--- config.mk ---
export PLATFORM = sky130hd
export DESIGN_NAME = ldu_stall_ctrl
export DESIGN_NICKNAME = d
export VERILOG_FILES = /design/src/rtl/ldu_pkg.sv /design/src/rtl/ldu_src_match.sv /design/src/rtl/ldu_stall_gen.sv /design/src/rtl/ldu_stall_ctrl.sv
export SDC_FILE = /design/constraint.sdc
export NUM_CORES = 1
export LEC_CHECK = 0
export BUFFER_PORTS_ARGS = -buffer_cell sky130_fd_sc_hd__buf_2
export CAP_MARGIN = 15
export CORE_AREA = 2 2 39 41
export DETAILED_ROUTE_END_ITERATION = 8
export DIE_AREA = 0 0 41 43
export SLEW_MARGIN = 20
export SYNTH_ARGS = -nofsm -noshare
export SYNTH_HDL_FRONTEND = slang
export SYNTH_SLANG_ARGS = --single-unit
--- constraint.sdc ---
create_clock -name vclk -period 3.7
set_clock_uncertainty 0.05 [all_clocks]
set_input_delay 0.74 -clock vclk [all_inputs]
set_output_delay 0.74 -clock vclk [all_outputs]
set_load 0.01 [all_outputs]
--- src/rtl/ldu_pkg.sv ---
package ldu_pkg;

  // Number of source register fields carried by a decode-stage instruction.
  localparam int unsigned SRC_CNT = 2;

  // Index of each source within the packed source vector.
  localparam int unsigned SRC_A = 0;
  localparam int unsigned SRC_B = 1;

  // Stall decision grouped as it is handed to the pipeline.
  typedef struct packed {
    logic pc_wr;
    logic ifid_wr;
    logic bubble;
  } stall_ctl_t;

endpackage

--- src/rtl/ldu_src_match.sv ---
module ldu_src_match #(
  parameter int unsigned REG_W   = 5,
  parameter int unsigned SRC_CNT = 2
) (
  input  logic [REG_W-1:0]              dst,
  input  logic [SRC_CNT-1:0][REG_W-1:0] srcs,
  output logic [SRC_CNT-1:0]            hit
);

  localparam logic [REG_W-1:0] ZERO_REG = '0;

  logic dst_live;

  // Register 0 is hard-wired; a write to it never produces a dependency.
  assign dst_live = (dst != ZERO_REG);

  for (genvar g = 0; g < SRC_CNT; g++) begin : g_cmp
    assign hit[g] = dst_live && (srcs[g] == dst);
  end

endmodule

--- src/rtl/ldu_stall_gen.sv ---
module ldu_stall_gen
  import ldu_pkg::*;
#(
  parameter int unsigned SRC_CNT = 2
) (
  input  logic               is_load,
  input  logic [SRC_CNT-1:0] hit,
  output stall_ctl_t         ctl
);

  logic need_stall;

  // Any matching source is enough; several matches still mean one bubble.
  assign need_stall = is_load && (|hit);

  always_comb begin
    ctl.pc_wr   = !need_stall;
    ctl.ifid_wr = !need_stall;
    ctl.bubble  = need_stall;
  end

endmodule

--- src/rtl/ldu_stall_ctrl.sv ---
module ldu_stall_ctrl
  import ldu_pkg::*;
#(
  parameter int unsigned REG_W = 5
) (
  input  logic             ex_is_load,
  input  logic [REG_W-1:0] ex_dst,
  input  logic [REG_W-1:0] id_src_a,
  input  logic [REG_W-1:0] id_src_b,
  output logic             pc_wr_en,
  output logic             ifid_wr_en,
  output logic             bubble_sel
);

  logic [SRC_CNT-1:0][REG_W-1:0] src_vec;
  logic [SRC_CNT-1:0]            src_hit;
  stall_ctl_t                    ctl;

  always_comb begin
    src_vec        = '0;
    src_vec[SRC_A] = id_src_a;
    src_vec[SRC_B] = id_src_b;
  end

  ldu_src_match #(
    .REG_W   (REG_W),
    .SRC_CNT (SRC_CNT)
  ) u_match (
    .dst  (ex_dst),
    .srcs (src_vec),
    .hit  (src_hit)
  );

  ldu_stall_gen #(
    .SRC_CNT (SRC_CNT)
  ) u_gen (
    .is_load (ex_is_load),
    .hit     (src_hit),
    .ctl     (ctl)
  );

  assign pc_wr_en   = ctl.pc_wr;
  assign ifid_wr_en = ctl.ifid_wr;
  assign bubble_sel = ctl.bubble;

endmodule

## Word level (Yosys, flattened, before mapping)

Cells that the tools add are included.

- Logic and storage cells: 8
- Register bits: 0
- Output and inout bits: 3

- Equal/unequal tests: 2
- Reduce and logical (&&, ||, !) cells: 6

Operators with widths:

| kind | count |
|---|---|
| 5-bit == test | 2 |
| 5-bit nonzero test | 1 |
| 1-bit logical AND | 3 |
| 2-bit OR reduction | 1 |
| 1-bit zero test | 1 |

## Depth between registers and ports, before layout

Gate-level depths: netlist of run 1.

- Depth after elaboration: 5
- Mapped depth: 5
- Gate-level depth less buffers: 4

## Modules after synthesis

From an unflattened synthesis of run 1, not the netlist that was laid out.

- Cell total of the unflattened synthesis: 20
- Area, all modules: 148.9 um^2

Modules (own cells, without submodules):

| module | instances | area an instance (um^2) | cells each |
|---|---|---|---|
| ldu_src_match | 1 | 121.4 | 16 |
| ldu_stall_gen | 1 | 27.5 | 4 |

## Worst setup path before layout of run 1

OpenSTA, ideal clock, no wires.

- Kind: input to output
- Start: in ex_dst[0]
- End: out pc_wr_en
- Cell stages on the path: 3
- Arrival time: 1.737 ns
- Setup slack: 1.173 ns
- Path buffers: 1
- Path through: or4_4 o211ai_1 buf_4

- Word-level cells in the longest chain between the ends: 5
- Elaborated cells between the ends (all ways): 8
- Those cells by class: 2 x eq/ne; 6 x reduce/logical

RTL lines:

| element | RTL line | text |
|---|---|---|
| start, declared | ldu_stall_ctrl.sv:7 | `input logic [REG_W-1:0] ex_dst,` |
| 5-bit == test / 5-bit nonzero test (equally long branches) | ldu_src_match.sv:18, ldu_src_match.sv:15 |  |
| 1-bit logical AND | ldu_src_match.sv:18 | `assign hit[g] = dst_live && (srcs[g] == dst);` |
| 2-bit OR reduction (*) | ldu_stall_gen.sv:14 | `assign need_stall = is_load && (\|hit);` |
| 1-bit logical AND (*) | ldu_stall_gen.sv:14 |  |
| 1-bit zero test (*) | - |  |
| end, declared | ldu_stall_ctrl.sv:10 | `output logic pc_wr_en,` |

Mark *: on every way between the ends. The rest lies on a longest branch, timed or not.

## Worst setup path in the final report of run 1

- Start: in ex_dst[0]
- End: out ifid_wr_en

- Word-level cells in the longest chain between the ends: 5
- Elaborated cells between the ends (all ways): 8
- Those cells by class: 2 x eq/ne; 6 x reduce/logical

RTL lines:

| element | RTL line | text |
|---|---|---|
| 5-bit == test / 5-bit nonzero test (equally long branches) | ldu_src_match.sv:18, ldu_src_match.sv:15 |  |
| 1-bit logical AND | ldu_src_match.sv:18 |  |
| 2-bit OR reduction (*) | ldu_stall_gen.sv:14 |  |
| 1-bit logical AND (*) | ldu_stall_gen.sv:14 |  |
| 1-bit zero test (*) | ldu_stall_gen.sv:18 | `ctl.ifid_wr = !need_stall;` |
| end, declared | ldu_stall_ctrl.sv:11 | `output logic ifid_wr_en,` |

Marked as above.

==> results of run 1 <==
-- worst max path at each step --
| stage | endpoint | from | cells after the start | slack [ns] |
|---|---|---|---|---|
| 6_report | ifid_wr_en | ex_dst[0] | 4 | 1.15 |
| 5_1_grt | ifid_wr_en | ex_dst[0] | 4 | 1.07 |
| 4_1_cts | ifid_wr_en | ex_dst[0] | 4 | 1.15 |
| 3_5_place_dp | ifid_wr_en | ex_dst[0] | 4 | 1.15 |
| 3_3_place_gp | ifid_wr_en | ex_dst[0] | 4 | 1.17 |
| 2_1_floorplan | pc_wr_en | ex_dst[0] | 3 | 1.17 |
-- kinds of logic (layout without fill, tap and decap cells) --
family	count (synthesis)	in the layout	share of synthesized area (%)
xor+xnor	10	10	59.32
simple gates	5	5	19.49
compound gates	3	3	16.11
buf+inv	1	19	5.087
-- worst min-delay path, stage by stage --
cell and delay, ns:
buf_2 0.09, o211ai_1 0.08, buf_2 0.14
-- layer usage --
| layer | vias to the layer above | GRT usage (%) | share of wire (%) |
|---|---|---|---|
| met5 | - | 0 | 0 |
| met4 | 0 | 0 | 0 |
| met3 | 0 | 0 | 10 |
| met2 | 10 | 9.688 | 51 |
| met1 | 80 | 5.696 | 38 |
| li1 | 102 | - | - |
-- power breakdown --
part	internal, mW	switching (mW)	total, mW
clock network	0	0	0
logic	0.0159	0.0113	0.0272
registers	0	0	0
total	0.0159	0.0113	0.0272
-- area by class of cell --
cell class / count / area, um2 / share of cell area, %
multi-input combinational: 18 / 140.1 / 54.90
timing repair buffer: 19 / 95.09 / 37.25
tap: 16 / 20.02 / 7.843
-- cell usage in the layout, fill, tap and decap left out, drive strengths merged --
cell and n:
nand2 2, xnor2 10, o211ai 1, o22ai 1
or4 1, o211a 1, buf 19, nand3 2
==> metrics.yaml, run 1 <==
detailed_routing:
  wl_per_cell_um: 8.151
  postRouteAntennaNets: 0
  drt_wl_total_um: 432
  first_pass_iters: 2
  drc_errors: 0
  drt-initial-drc-count: 3
  vias: 192
  viasPerCell: 3.623
final_layout:
  area_growth_pct: 72.88
  utilization_pct: 18.44
  seq_area_um2: 0
  nFlopsAndLatches: 0
  fin_area_um2: 255.2
  clock_buffers: 0
  drive_gt1_share_pct: 54.05
  fin_cells: 53
  antenna-diode-count: 0
  fillers: 163
  layout.nets: 55
synth:
  synth_common_cells: "10 x xnor2_1, 2 x nand2_1, 2 x nand3_1"
  syn-num-nets: 35
  ys_types: 8
  synth_top_area_share_pct: 59.32
  syn_avg_cell_area_um2: 7.771
  yosysTopAreaCell: "xnor2_1"
  ys_warn_count: 0
  synth_seq_area_share_pct: 0
  synth_area_leaders: "xnor2_1 59%, or4_4 7.6%, nand3_1 6.8%"
  syn_area_um2: 147.6
  synth.most_common_cell: "xnor2_1"
  postSynthCellCount: 19
sta:
  period_share_pct: 68.79
  min_period_ns: 2.545
  rsz0062_at_grt: "no"
  fin_ws_ns: 1.155
  setup_viol: 0
  fin_tns_setup_ns: 0
  slew-limit-headroom_pct: 87.06
  final-hold-violation-count: 0
  drv_slew: 0
  fin_hold_ws_ns: 1.744
  worst_pin_slew_ns: 0.1941
  fmax_ghz: 0.3929
hold_path:
  min-delay-start: "ex_is_load"
  hp-class: "in2out"
  whs_endpoint: "pc_wr_en"
  hold_depth: 3
pwr:
  vdd_drop_max_mv: 0.02182
  power.leakage_nw: 0.1145
  pwr_density_cell_mw_per_mm2: 106.5
  design_power_total_mw: 0.02719
clocking:
  cts_resized: 0
  postCtsSetupBuffers: 0
  ctsHoldBuffers: 0
place:
  post-place-ws_ns: 1.145
  dp.cells: 53
  place_hpwl_um: 422.7
  placed_area_um2: 255.2
  gp_congestion: 0.6719
  port_buffers: 19
outcome:
  status: "completed"
die:
  start_util_pct: 10.67
  ios: 19
  die_w_um: 41
  die_area_mm2: 0.001763
  core_area_mm2: 0.001384
  dieHeight_um: 43
  num_rows: 14
critical_path:
  start_kind: "input port"
  path_cells: "buf_2 -> or4_4 -> o211ai_1 -> buf_2"
  crit_type: "in2out"
  crit_slowest_cell: "or4_4"
  path_max_fanout: 3
  critical-path-top-delay-family: "simple AND/OR/NAND/NOR gates"
  required_ns: 2.91
  path_buf_inv: 2
  slowest_delay_ns: 0.53
  worst_setup_path_end_kind: "output pin"
  crit_path_frequent_cell: "buf_2"
  arrival_ns: 1.76
global_routing:
  grt_overflow: 0
  grt_pass1_wl_um: 621
  grt_pass1_vias: 148
  grt_usage_pct: 4.895
  grt_start_max_net_pins: 5
  antenna_found_initial: 0
run:
  cap_viol_max_count: 0
(Power assumes the default switching activity.)
==> run 2: changes to the inputs <==
Clock period 3.7 ns to 2.5 ns, I/O delays scaled along.
==> run 2 against run 1 <==
  * Flip-flop and latch count did not move
  * Worst hold slack got worse by 0.48 ns
  * Combinational power rose by 49%
  * Setup slack got worse by 0.72 ns
  * Sequential share of layout area did not move
  * Cell count did not move
  * First-iteration DRC count fell by 67%
  * Largest power group unchanged
  * Non-clock buffer count did not move
  * Clock-buffer cell count did not move
==> metrics.yaml, run 2 (synthesis results as in run 1) <==
pwr:
  power.leakage_nw: 0.1145  # unchanged
  design_power_total_mw: 0.04036  # was 0.02719 mW
  pwr_density_cell_mw_per_mm2: 158.1  # was 106.5 mW/mm2
  vdd_drop_max_mv: 0.03562  # was 0.02182 mV
detailed_routing:
  wl_per_cell_um: 8.132  # was 8.151 um
  viasPerCell: 3.698  # was 3.623
  drt-initial-drc-count: 1  # was 3
  postRouteAntennaNets: 0  # unchanged
  drc_errors: 0  # unchanged
  vias: 196  # was 192
  first_pass_iters: 2  # unchanged
  drt_wl_total_um: 431  # was 432 um
die:
  die_w_um: 41  # unchanged
  dieHeight_um: 43  # unchanged
  core_area_mm2: 0.001384  # unchanged
  ios: 19  # unchanged
  start_util_pct: 10.67  # unchanged
  die_area_mm2: 0.001763  # unchanged
  num_rows: 14  # unchanged
global_routing:
  antenna_found_initial: 0  # unchanged
  grt_usage_pct: 4.895  # unchanged
  grt_overflow: 0  # unchanged
  grt_pass1_vias: 152  # was 148
  grt_pass1_wl_um: 634  # was 621 um
  grt_start_max_net_pins: 5  # unchanged
final_layout:
  fin_area_um2: 255.2  # unchanged
  nFlopsAndLatches: 0  # unchanged
  clock_buffers: 0  # unchanged
  fin_cells: 53  # unchanged
  antenna-diode-count: 0  # unchanged
  area_growth_pct: 72.88  # unchanged
  drive_gt1_share_pct: 54.05  # unchanged
  layout.nets: 55  # unchanged
  layout_commonest_cell: "buf_2"  # unchanged
  seq_area_um2: 0  # unchanged
  mostFrequentLayoutCells: "19 x buf_2, 10 x xnor2_1, 2 x nand3_1, 2 x nand2_1"  # unchanged
  fillers: 165  # was 163
hold_path:
  hp-class: "in2out"  # unchanged
  hold_depth: 3  # unchanged
critical_path:
  worst_setup_path_end_kind: "output pin"  # unchanged
  arrival_ns: 1.51  # was 1.76 ns
  start_kind: "input port"  # unchanged
  crit_end: "ifid_wr_en"  # unchanged
  path_max_fanout: 3  # unchanged
  crit_type: "in2out"  # unchanged
  required_ns: 1.95  # was 2.91 ns
  cp-startpoint: "ex_dst[0]"  # unchanged
place:
  port_buffers: 19  # unchanged
  placed_area_um2: 255.2  # unchanged
  gp_congestion: 0.6719  # unchanged
  dp.cells: 53  # unchanged
sta:
  min_period_ns: 2.061
  worst_pin_slew_ns: 0.1942  # was 0.1941 ns
  slew-limit-headroom_pct: 87.05  # was 87.06%
  fmax_ghz: 0.4853
  fin_tns_setup_ns: 0  # unchanged
  final-hold-violation-count: 0  # unchanged
  period_share_pct: 82.43
  setup_viol: 0  # unchanged
  rsz0062_at_grt: "no"  # unchanged
  drv_slew: 0  # unchanged
clocking:
  cts_resized: 0  # unchanged
  ctsHoldBuffers: 0  # unchanged
  postCtsSetupBuffers: 0  # unchanged
run:
  cap_viol_max_count: 0  # unchanged
outcome:
  status: "completed"  # unchanged
-- run 2: area by class of cell --
class / count / area [um2] / share of cell area [%]
repair buffers: 19 / 95.09 / 37.25
multi-input cells: 18 / 140.1 / 54.90
well taps: 16 / 20.02 / 7.843
-- run 2: how the worst min path moves through the flow --
stage | start | end | slack [ns]
after floorplan | ex_is_load | bubble_sel | 1.07
after global placement | ex_is_load | pc_wr_en | 1.26
after detailed placement | ex_is_load | pc_wr_en | 1.27
after CTS | ex_is_load | pc_wr_en | 1.27
after global routing | ex_is_load | bubble_sel | 1.29
final | ex_is_load | pc_wr_en | 1.26
-- run 2: critical path, cell delays in order --
cell and delay (ns):
buf_2 0.12, or4_4 0.53, o211ai_1 0.19, buf_2 0.16
-- run 2: power by group --
group	switching (mW)	internal (mW)	total, mW
sequential	0	0	0
combinational	0.0168	0.0236	0.0404
clock	0	0	0
total	0.0168	0.0236	0.0404
-- run 2: routing by layer --
layer / up-vias / GRT usage, % / share of wire, %
met5: - / 0 / 0
met4: 0 / 0 / 0
met3: 0 / 0 / 9.5
met2: 10 / 9.375 / 52
met1: 84 / 6.013 / 39
li1: 102 / - / -
-- run 2: metrics by stage --
| stage | utilization (%) | hold slack [ns] | setup WS, ns |
|---|---|---|---|
| 4_1_cts | 18.44 | 1.270 | 0.4251 |
| 5_1_grt | 18.44 | 1.293 | 0.3515 |
| 2_1_floorplan | - | 1.069 | 0.4530 |
| 3_5_place_dp | 18.44 | 1.273 | 0.4251 |
| 3_3_place_gp | 18.44 | 1.261 | 0.4465 |
| 6_report | 18.44 | 1.262 | 0.4392 |
==> run 3: changes to the inputs <==
Clock period 2.5 ns to 1.7 ns, I/O delays scaled along.
==> run 3 against run 2 <==
  * Clock-buffer cell count unchanged
  * Non-clock buffer count increased by 2
  * Worst hold slack worse by 0.32 ns
  * Sequential share of layout area unchanged
  * Global-route usage down 0.60 points
  * Cell count is 3.8% higher
  * Die area stayed put
  * Combinational power increased by 71%
  * Total power increased by 71%
  * Critical path depth unchanged
  * Critical endpoint is now bubble_sel
==> metrics.yaml, run 3 (synthesis results as in run 1) <==
critical_path:
  crit_slowest_cell: "or4_4"  # unchanged
  start_kind: "input port"  # unchanged
  crit_type: "in2out"  # unchanged
  path_buf_inv: 2  # unchanged
  arrival_ns: 1.31  # was 1.51 ns
  critical-path-top-delay-family: "simple AND/OR/NAND/NOR gates"  # unchanged
  required_ns: 1.31  # was 1.95 ns
  worst_setup_path_end_kind: "output pin"  # unchanged
  path_max_fanout: 2  # was 3
  slowest_delay_ns: 0.53  # about the same
  path_cells: "buf_6 -> or4_4 -> o211a_1 -> buf_2"  # was buf_2 -> or4_4 -> o211ai_1 -> buf_2
die:
  dieHeight_um: 43  # unchanged
  core_area_mm2: 0.001384  # unchanged
  die_area_mm2: 0.001763  # unchanged
  die_w_um: 41  # unchanged
  num_rows: 14  # unchanged
  start_util_pct: 10.67  # unchanged
  ios: 19  # unchanged
clocking:
  ctsHoldBuffers: 0  # unchanged
detailed_routing:
  drt_wl_total_um: 431  # unchanged
  wl_per_cell_um: 7.836  # was 8.132 um
  drt-initial-drc-count: 0  # was 1
  vias: 193  # was 196
  postRouteAntennaNets: 0  # unchanged
  drc_errors: 0  # unchanged
  first_pass_iters: 1  # was 2
  viasPerCell: 3.509  # was 3.698
final_layout:
  fin_area_um2: 291.5  # was 255.2 um2
  drive_gt1_share_pct: 58.97  # was 54.05%
  fillers: 162  # was 165
  layout_commonest_cell: "buf_2"  # unchanged
  fin_cells: 55  # was 53
  layout.nets: 57  # was 55
  clock_buffers: 0  # unchanged
  seq_area_um2: 0  # unchanged
  antenna-diode-count: 0  # unchanged
  mostFrequentLayoutCells: "16 x buf_2, 10 x xnor2_1, 3 x buf_4"  # was 19 x buf_2, 10 x xnor2_1, 2 x nand3_1, 2 x nand2_1
  area_growth_pct: 97.46  # was 72.88%
  nFlopsAndLatches: 0  # unchanged
sta:
  rsz0062_at_grt: "yes"  # was no
  period_share_pct: 99.97
  fmax_ghz: 0.5884
  drv_slew: 0  # unchanged
  worst_pin_slew_ns: 0.1673  # was 0.1942 ns
  final-hold-violation-count: 0  # unchanged
  setup_viol: 0  # unchanged
  fin_hold_ws_ns: 0.9380  # was 1.262 ns
  min_period_ns: 1.700
  slew-limit-headroom_pct: 88.80  # was 87.05%
pwr:
  vdd_drop_max_mv: 0.06126  # was 0.03562 mV
  power.leakage_nw: 0.1303  # was 0.1145 nW
  pwr_density_cell_mw_per_mm2: 236.6  # was 158.1 mW/mm2
global_routing:
  grt_start_max_net_pins: 5  # unchanged
  grt_usage_pct: 4.296  # was 4.895%
  grt_overflow: 0  # unchanged
  grt_pass1_wl_um: 565  # was 634 um
  grt_pass1_vias: 162  # was 152
  antenna_found_initial: 0  # unchanged
hold_path:
  hp-class: "in2out"  # unchanged
place:
  dp.cells: 55  # was 53
  placed_area_um2: 270.3  # was 255.2 um2
  port_buffers: 19  # unchanged
  gp_congestion: 0.6472  # was 0.6719
run:
  cap_viol_max_count: 0  # unchanged
outcome:
  status: "completed"  # unchanged
-- run 3: cell type report --
type / instances / area (um2) / area share, %
repair buffers: 21 / 125.1 / 42.92
multi-input cells: 18 / 146.4 / 50.21
well taps: 16 / 20.02 / 6.867
-- run 3: path summary, 6_finish.rpt --
path / startpoint / to / cells after the start
max: ex_dst[0] / bubble_sel / 4
min: ex_is_load / ifid_wr_en / 3
-- run 3: layer usage --
metal,up-vias,track usage [%],routed length [um]
li1,106,-,-
met1,76,5.696,191
met2,11,7.813,199
met3,0,0,41
met4,0,0,0
met5,-,0,0
-- run 3: power by group --
part | internal, mW | switching, mW | leakage (nW)
Sequential | 0 | 0 | 0
Combinational | 0.0420 | 0.0270 | 0.130
Clock | 0 | 0 | 0
Total | 0.0420 | 0.0270 | 0.130
-- run 3: what timing repair did --
action,CTS,global route
pin swaps,0,1
endpoints found under the setup margin,3,3
setup buffers,0,0
resized for setup,1,3
-- run 3: stage by stage --
stage / setup TNS (ns) / worst slack (ns) / util (%) / power (mW)
6_report: 0 / 0.0004355 / 21.07 / 0.06898
5_1_grt: -0.1133 / -0.04937 / 21.07 / 0.07592
4_1_cts: -0.007267 / -0.004486 / 19.98 / 0.06535
3_5_place_dp: -0.04281 / -0.01898 / 19.53 / 0.06363
3_3_place_gp: -0.03541 / -0.01359 / 19.53 / 0.06329
2_1_floorplan: -0.02704 / -0.02704 / - / 0.03095
